--- config.mk ---
export PLATFORM = sky130hd
export DESIGN_NAME = miss_buf
export DESIGN_NICKNAME = d
export VERILOG_FILES = /design/src/rtl/miss_buf_pkg.sv /design/src/rtl/mb_slot.sv /design/src/rtl/mb_pick.sv /design/src/rtl/miss_buf.sv
export SDC_FILE = /design/constraint.sdc
export NUM_CORES = 1
export LEC_CHECK = 0
export BUFFER_PORTS_ARGS = -buffer_cell sky130_fd_sc_hd__buf_2
export CAP_MARGIN = 10
export CORE_MARGIN = 2
export CORE_UTILIZATION = 49
export CTS_CLUSTER_SIZE = 20
export DETAILED_ROUTE_END_ITERATION = 10
export HOLD_SLACK_MARGIN = 0.15
export PLACE_DENSITY = 0.81
export SLEW_MARGIN = 20
export SYNTH_ARGS = -nofsm -noshare
export SYNTH_HDL_FRONTEND = slang
export SYNTH_SLANG_ARGS = --single-unit
export TNS_END_PERCENT = 20
--- constraint.sdc ---
create_clock -name clk_i -period 2.37 [get_ports clk_i]
set_input_delay 0.237 -clock clk_i [delete_from_list [all_inputs] [get_ports clk_i]]
set_output_delay 0.237 -clock clk_i [all_outputs]
set_load 0.01 [all_outputs]
--- src/rtl/miss_buf_pkg.sv ---
package miss_buf_pkg;
  typedef enum logic [1:0] {
    BC_RD  = 2'd0,
    BC_RDX = 2'd1,
    BC_WR  = 2'd2,
    BC_WB  = 2'd3
  } bus_cmd_e;

  localparam int SLOT_MISS = 0;
  localparam int SLOT_WB   = 1;
  localparam int NSLOT     = 2;

  function automatic logic needs_rsp(bus_cmd_e c);
    return (c == BC_RD) || (c == BC_RDX);
  endfunction
endpackage

--- src/rtl/mb_slot.sv ---
module mb_slot
  import miss_buf_pkg::*;
#(
  parameter int AW = 32,
  parameter int TW = 2
) (
  input  logic          clk_i,
  input  logic          rst_ni,
  input  logic          alloc_i,
  input  logic [AW-1:0] alloc_addr_i,
  input  logic [TW-1:0] alloc_tid_i,
  input  bus_cmd_e      alloc_cmd_i,
  input  logic          sq_i,
  input  logic [TW-1:0] sq_tid_i,
  input  logic          sent_i,
  input  logic          rsp_i,
  output logic          vld_o,
  output logic          busy_o,
  output logic          tgt_o,
  output logic [AW-1:0] addr_o,
  output logic [TW-1:0] tid_o,
  output bus_cmd_e      cmd_o
);
  logic          vld_q, busy_q, tgt_q;
  logic [AW-1:0] addr_q;
  logic [TW-1:0] tid_q;
  bus_cmd_e      cmd_q;
  logic          sq_hit;

  assign sq_hit = sq_i && vld_q && (tid_q == sq_tid_i);

  always_ff @(posedge clk_i or negedge rst_ni) begin
    if (!rst_ni) begin
      vld_q  <= 1'b0;
      busy_q <= 1'b0;
      tgt_q  <= 1'b0;
      addr_q <= '0;
      tid_q  <= '0;
      cmd_q  <= BC_RD;
    end else if (alloc_i) begin
      vld_q  <= 1'b1;
      busy_q <= 1'b0;
      tgt_q  <= 1'b1;
      addr_q <= alloc_addr_i;
      tid_q  <= alloc_tid_i;
      cmd_q  <= alloc_cmd_i;
    end else if (rsp_i) begin
      vld_q  <= 1'b0;
      busy_q <= 1'b0;
    end else if (sq_hit) begin
      // sent fill keeps its slot, loses its target
      if (busy_q) tgt_q <= 1'b0;
      else        vld_q <= 1'b0;
    end else if (sent_i) begin
      if (needs_rsp(cmd_q)) busy_q <= 1'b1;
      else                  vld_q  <= 1'b0;
    end
  end

  assign vld_o  = vld_q;
  assign busy_o = busy_q;
  assign tgt_o  = tgt_q;
  assign addr_o = addr_q;
  assign tid_o  = tid_q;
  assign cmd_o  = cmd_q;


  no_rsp_free_chk: assert property (@(posedge clk_i) disable iff (!rst_ni)
    sent_i && !needs_rsp(cmd_q) && !alloc_i |=> !vld_q);


  in_service_chk: assert property (@(posedge clk_i) disable iff (!rst_ni)
    sent_i && needs_rsp(cmd_q) && !sq_hit && !alloc_i && !rsp_i |=> vld_q && busy_q);
endmodule

--- src/rtl/mb_pick.sv ---
module mb_pick
  import miss_buf_pkg::*;
(
  input  logic [NSLOT-1:0] pend_i,
  output logic             req_o,
  output logic             sel_o
);
  assign req_o = |pend_i;
  // writeback drains first
  assign sel_o = pend_i[SLOT_WB];


  sel_pending_chk: assert final (!req_o || pend_i[sel_o]);
endmodule

--- src/rtl/miss_buf.sv ---
module miss_buf
  import miss_buf_pkg::*;
#(
  parameter int AW = 32,
  parameter int TW = 2
) (
  input  logic          clk_i,
  input  logic          rst_ni,
  input  logic          wr_alloc_i,
  input  logic          miss_req_i,
  input  logic          miss_wr_i,
  input  logic [AW-1:0] miss_addr_i,
  input  logic [TW-1:0] miss_tid_i,
  input  logic          wb_req_i,
  input  logic [AW-1:0] wb_addr_i,
  input  logic [TW-1:0] wb_tid_i,
  output logic          err_o,
  output logic          bus_req_o,
  output logic          bus_sel_o,
  output logic [AW-1:0] bus_addr_o,
  output logic [TW-1:0] bus_tid_o,
  output logic [1:0]    bus_cmd_o,
  input  logic          bus_gnt_i,
  input  logic          bus_err_i,
  input  logic          rsp_valid_i,
  input  logic [AW-1:0] rsp_addr_i,
  output logic          rsp_fwd_o,
  input  logic          sq_valid_i,
  input  logic [TW-1:0] sq_tid_i,
  input  logic [AW-1:0] lk_addr_i,
  output logic          lk_miss_hit_o,
  output logic          lk_wb_hit_o,
  output logic          blocked_o,
  output logic [0:0]    miss_cnt_o
);
  logic [NSLOT-1:0] alloc, sent, rsp_s, vld, busy, tgt, pend;
  logic [AW-1:0]    a_addr [NSLOT];
  logic [TW-1:0]    a_tid  [NSLOT];
  bus_cmd_e         a_cmd  [NSLOT];
  logic [AW-1:0]    s_addr [NSLOT];
  logic [TW-1:0]    s_tid  [NSLOT];
  bus_cmd_e         s_cmd  [NSLOT];
  logic             fill_req, nofill_req, sel, rsp_match;

  assign fill_req   = miss_req_i && (!miss_wr_i || wr_alloc_i);
  assign nofill_req = miss_req_i && miss_wr_i && !wr_alloc_i;

  always_comb begin
    alloc[SLOT_MISS]  = fill_req && !vld[SLOT_MISS];
    a_addr[SLOT_MISS] = miss_addr_i;
    a_tid[SLOT_MISS]  = miss_tid_i;
    a_cmd[SLOT_MISS]  = miss_wr_i ? BC_RDX : BC_RD;
    alloc[SLOT_WB]    = !vld[SLOT_WB] && (wb_req_i || nofill_req);
    a_addr[SLOT_WB]   = wb_req_i ? wb_addr_i : miss_addr_i;
    a_tid[SLOT_WB]    = wb_req_i ? wb_tid_i : miss_tid_i;
    a_cmd[SLOT_WB]    = wb_req_i ? BC_WB : BC_WR;
  end

  assign err_o = (fill_req && vld[SLOT_MISS])
              || (wb_req_i && vld[SLOT_WB])
              || (nofill_req && (vld[SLOT_WB] || wb_req_i));

  assign pend = vld & ~busy;

  mb_pick u_pick (
    .pend_i (pend),
    .req_o  (bus_req_o),
    .sel_o  (sel)
  );

  assign bus_sel_o  = sel;
  assign bus_addr_o = s_addr[sel];
  assign bus_tid_o  = s_tid[sel];
  assign bus_cmd_o  = s_cmd[sel];

  assign rsp_match = rsp_valid_i && vld[SLOT_MISS] && busy[SLOT_MISS]
                  && (rsp_addr_i == s_addr[SLOT_MISS]);
  assign rsp_s[SLOT_MISS] = rsp_match;
  assign rsp_s[SLOT_WB]   = 1'b0;
  assign rsp_fwd_o        = rsp_match && tgt[SLOT_MISS];

  for (genvar k = 0; k < NSLOT; k++) begin : g_slot
    assign sent[k] = bus_req_o && bus_gnt_i && !bus_err_i && (sel == 1'(k));
    mb_slot #(.AW(AW), .TW(TW)) u_slot (
      .clk_i        (clk_i),
      .rst_ni       (rst_ni),
      .alloc_i      (alloc[k]),
      .alloc_addr_i (a_addr[k]),
      .alloc_tid_i  (a_tid[k]),
      .alloc_cmd_i  (a_cmd[k]),
      .sq_i         (sq_valid_i),
      .sq_tid_i     (sq_tid_i),
      .sent_i       (sent[k]),
      .rsp_i        (rsp_s[k]),
      .vld_o        (vld[k]),
      .busy_o       (busy[k]),
      .tgt_o        (tgt[k]),
      .addr_o       (s_addr[k]),
      .tid_o        (s_tid[k]),
      .cmd_o        (s_cmd[k])
    );
  end

  assign lk_miss_hit_o = vld[SLOT_MISS] && (lk_addr_i == s_addr[SLOT_MISS]);
  assign lk_wb_hit_o   = vld[SLOT_WB] && (lk_addr_i == s_addr[SLOT_WB]);
  assign blocked_o     = vld[SLOT_MISS];
  assign miss_cnt_o    = vld[SLOT_MISS];


  rsp_unblock_chk: assert property (@(posedge clk_i) disable iff (!rst_ni)
    rsp_match |=> !blocked_o);


  err_retry_chk: assert property (@(posedge clk_i) disable iff (!rst_ni)
    bus_req_o && bus_gnt_i && bus_err_i && !sq_valid_i |=> bus_req_o);


  nofill_noblock_chk: assert property (@(posedge clk_i) disable iff (!rst_ni)
    miss_req_i && miss_wr_i && !wr_alloc_i && !blocked_o |=> !blocked_o);


  fill_block_chk: assert property (@(posedge clk_i) disable iff (!rst_ni)
    fill_req && !blocked_o |=> blocked_o && miss_cnt_o == 1'b1);
endmodule

==> results.md <==
- Status: complete, but fails checks
- Failing checks: negative setup slack
- Syn Area/Cell: 10.78 um2
- Layout cells sized above 1: 0.4584
- CTS clk-pin slew, worst paths: 0.08 ns
- Final worst slack: -0.03330 ns
- Worst EP required: 2.13 ns
- Boundary Pins: 188
- Slew Viols, Final: 0
- Buf/Inv on CP: 1
- Post-Syn Area: 4755 um2
- Setup violators final: 2
- Total track usage: 0.2973
- WL final: 15.62 mm
- Register area share after synthesis: 0.4000
- Least-Margin Pin Slew: 0.6155 ns
- CTS tree: built
- Number of global-route vias before repair: 4383
- Final nets: 801
- Fin Clk Skew: 0.007274 ns
- Fin Setup TNS: -0.05687 ns
- Htree depth: 3
- Register bit total from synthesis: 76
- Number of distinct library cells after synthesis: 28
- Final HPWL DP: 12.01 mm
- Tmin final: 2.403 ns
- Area delta synth->final: 35.32%
- Via count: 4310
- Drt pass-1 iters: 4
- Die H: 102.5 um
- Worst vdd ir: 0.0006769 V
- RSZ-0062 raised after global routing: true
- Starting density of the core: 0.5097
- Vias per cell: 5.456
- Pin count of the biggest net entering global routing: 47
- CP Launch Type: flip-flop
- Final Cycle Share: 1.014
- Root Buffer: clkbuf_8
- Sink Count: 76
- Maximum fanout along the worst path: 3
- WL/cell: 19.78 um
- Hold WS: 0.1628 ns
- Final Hold Vio Count: 0
- Leak: 2.900 nW
- Global-route wire length before repair: 23.00 mm
- Worst-Skew Late Latency: 0.35 ns
- Gr ovfl total: 0
- Hold crit path type: in2reg
- Syn nets: 585
- # port buffers: 187
- CP max stage cell: or4_4
- PD cells: 1204 nW/um2
- Crit. End Element: output port
- Rows: 35
- Core Box Area: 9328 um2
- Fmax: 416.1 MHz
- Max-slew headroom: 0.5897
- GPL Wtd Cong: 0.8934
- Initial antenna violation count: 1
- DRC Markers: 0
- Num CTS Buffers: 9
- Die area: 10510 um2
- Initial DRC Count: 181
- Longest Clk Path Bufs: 2
- Kind of critical path: reg2out
- Antenna fix cells: 0
- Final ANT Viol Nets: 0
- Post-layout util: 0.6897
- WP data arrival: 2.17 ns
- Delay-heaviest family, CP: simple AND/OR/NAND/NOR gates
- Critical-path cell list: xnor2_2 > nand4_1 > or4_4 > nor4_4 > and2_1 > buf_2
- Max-Cap Viols: 0
- Mapped Cells: 441
- CP peak stage delay: 0.59 ns
- Yosys warning count: 0
- Die width: 102.5 um
worst reg2reg max path, cell delays in order, from the launching register on:
cell and delay, ns:
dfrtp_2 0.44, xnor2_2 0.20, nand4_1 0.13, or4_4 0.59
nor4_4 0.20, nor3_1 0.09
flip-flops by register name, indices dropped and copies added, names as in the netlist:
register and flops:
g_slot.u_slot.addr_o 64, g_slot.u_slot.tid_o 4, g_slot.u_slot.cmd_o 3, g_slot.u_slot.busy_o 2
g_slot.u_slot.vld_o 2, g_slot.u_slot.tgt_o 1
kinds of logic after synthesis:
group,synth area share
buffers and inverters,0.02368
and+or+nand+nor,0.1003
muxes,0.2421
DFF,0.4000
xor gates and xnor gates,0.1842
AOI/OAI and AO/OA,0.04974
cell type report:
class                   instances  area (um2)
clock inverters                 5       53.80
fillers                       742        2894
repair buffers                227        1321
clock buffers                  10       127.6
inverters                       2       7.507
multi-input cells             341        2858
flip-flops and latches         76        1904
well taps                     129       161.4
placed cells by master, fill, tap and decap left out, types with 2 or more instances in the layout:
master	n
mux2i_1	34
a21oi_1	38
dlygate4sd3_1	28
nor4_1	6
a21o_1	3
inv_1	2
buf_4	12
nand3_1	3
clkbuf_8	9
nand2_1	7
clkinv_2	3
mux2_2	72
nor4_2	3
nor3_1	4
nor2_1	36
xnor2_1	67
dfrtp_2	2
nor2b_1	2
and2_1	3
buf_2	186
nand4_1	18
dfrtp_1	74
nor4_4	3
xor2_1	28
xnor2_2	4
Yosys cell counts:
| cell | number | share of area |
|---|---|---|
| o21ai_0 | 1 | 0.0011 |
| dfrtp_1 | 76 | 0.40 |
| a21bo_1 | 1 | 0.0021 |
| nand2_1 | 7 | 0.0055 |
| nor2_1 | 37 | 0.029 |
| nor3_1 | 4 | 0.0042 |
| and2_1 | 3 | 0.0039 |
| mux2_2 | 72 | 0.17 |
| xnor2_1 | 72 | 0.13 |
| nand3_1 | 3 | 0.0032 |
| inv_1 | 2 | 0.0016 |
| or4_4 | 1 | 0.0024 |
| mux2i_1 | 34 | 0.072 |
| nor4_4 | 1 | 0.0045 |
| nor4_1 | 11 | 0.014 |
| buf_1 | 2 | 0.0016 |
| clkbuf_1 | 4 | 0.0032 |
| nand4bb_1 | 1 | 0.0024 |
| a21o_1 | 3 | 0.0047 |
| or2_2 | 1 | 0.0013 |
| buf_4 | 1 | 0.0016 |
| a21oi_1 | 38 | 0.040 |
| nor2b_1 | 3 | 0.0039 |
| buf_2 | 15 | 0.016 |
| a22o_1 | 1 | 0.0018 |
| nor3b_1 | 1 | 0.0016 |
| xor2_1 | 28 | 0.052 |
| nand4_1 | 18 | 0.024 |
what timing repair did:
action / CTS / global route
setup buffers: 0 / 1
hold buffers: 28 / 0
endpoints found under the setup margin: 3 / 3
hold endpoints to repair: 71 / 0
resized for setup: 9 / 6
pin swaps: 4 / 5
metal layers:
layer,vias to the layer above,wire length [um],GRT usage
met5,-,13,0
met4,2,376,0.1159
met3,31,1358,0.06983
met2,211,7614,0.4937
met1,2082,6261,0.3776
li1,1984,-,-
final timing paths:
kind,start,slack [ns],end,cells after the start
worst max-delay path,g_slot[0].u_slot.addr_o[29]$_DFFE_PN0P_,-0.03,rsp_fwd_o,6
worst min-delay path,miss_addr_i[10],0.16,g_slot[0].u_slot.addr_o[10]$_DFFE_PN0P_,2
worst max register to register,g_slot[0].u_slot.addr_o[29]$_DFFE_PN0P_,0.59,g_slot[0].u_slot.busy_o$_DFFE_PN0P_,5
worst min register to register,g_slot[0].u_slot.tgt_o$_DFFE_PN0P_,0.51,g_slot[0].u_slot.tgt_o$_DFFE_PN0P_,1
max in group asynchronous,rst_ni,1.24,g_slot[0].u_slot.addr_o[31]$_DFFE_PN0P_,3
min in group asynchronous,rst_ni,0.44,g_slot[0].u_slot.addr_o[28]$_DFFE_PN0P_,2
per-stage QoR:
| step | cell area, um2 | cells | setup slack [ns] | total power [W] |
|---|---|---|---|---|
| after CTS | 6385 | 789 | -0.02913 | 0.007697 |
| after detailed placement | 5864 | 746 | 0.2116 | 0.006634 |
| after floorplan | 4755 | 441 | 0.6041 | 0.005097 |
| final | 6434 | 790 | -0.03330 | 0.007748 |
| after global placement | 5864 | 746 | 0.2106 | 0.006528 |
| after global routing | 6434 | 790 | -0.08587 | 0.008209 |
power breakdown:
| group | leakage [nW] | total, W | internal [W] | switching [W] |
|---|---|---|---|---|
| sequential | 0.863 | 0.00273 | 0.00193 | 0.000802 |
| combinational | 1.94 | 0.00406 | 0.00211 | 0.00195 |
| clock | 0.0959 | 0.000958 | 0.000478 | 0.000480 |
| total | 2.90 | 0.00775 | 0.00452 | 0.00323 |
No activity file was read; power rests on OpenSTA's default activity.
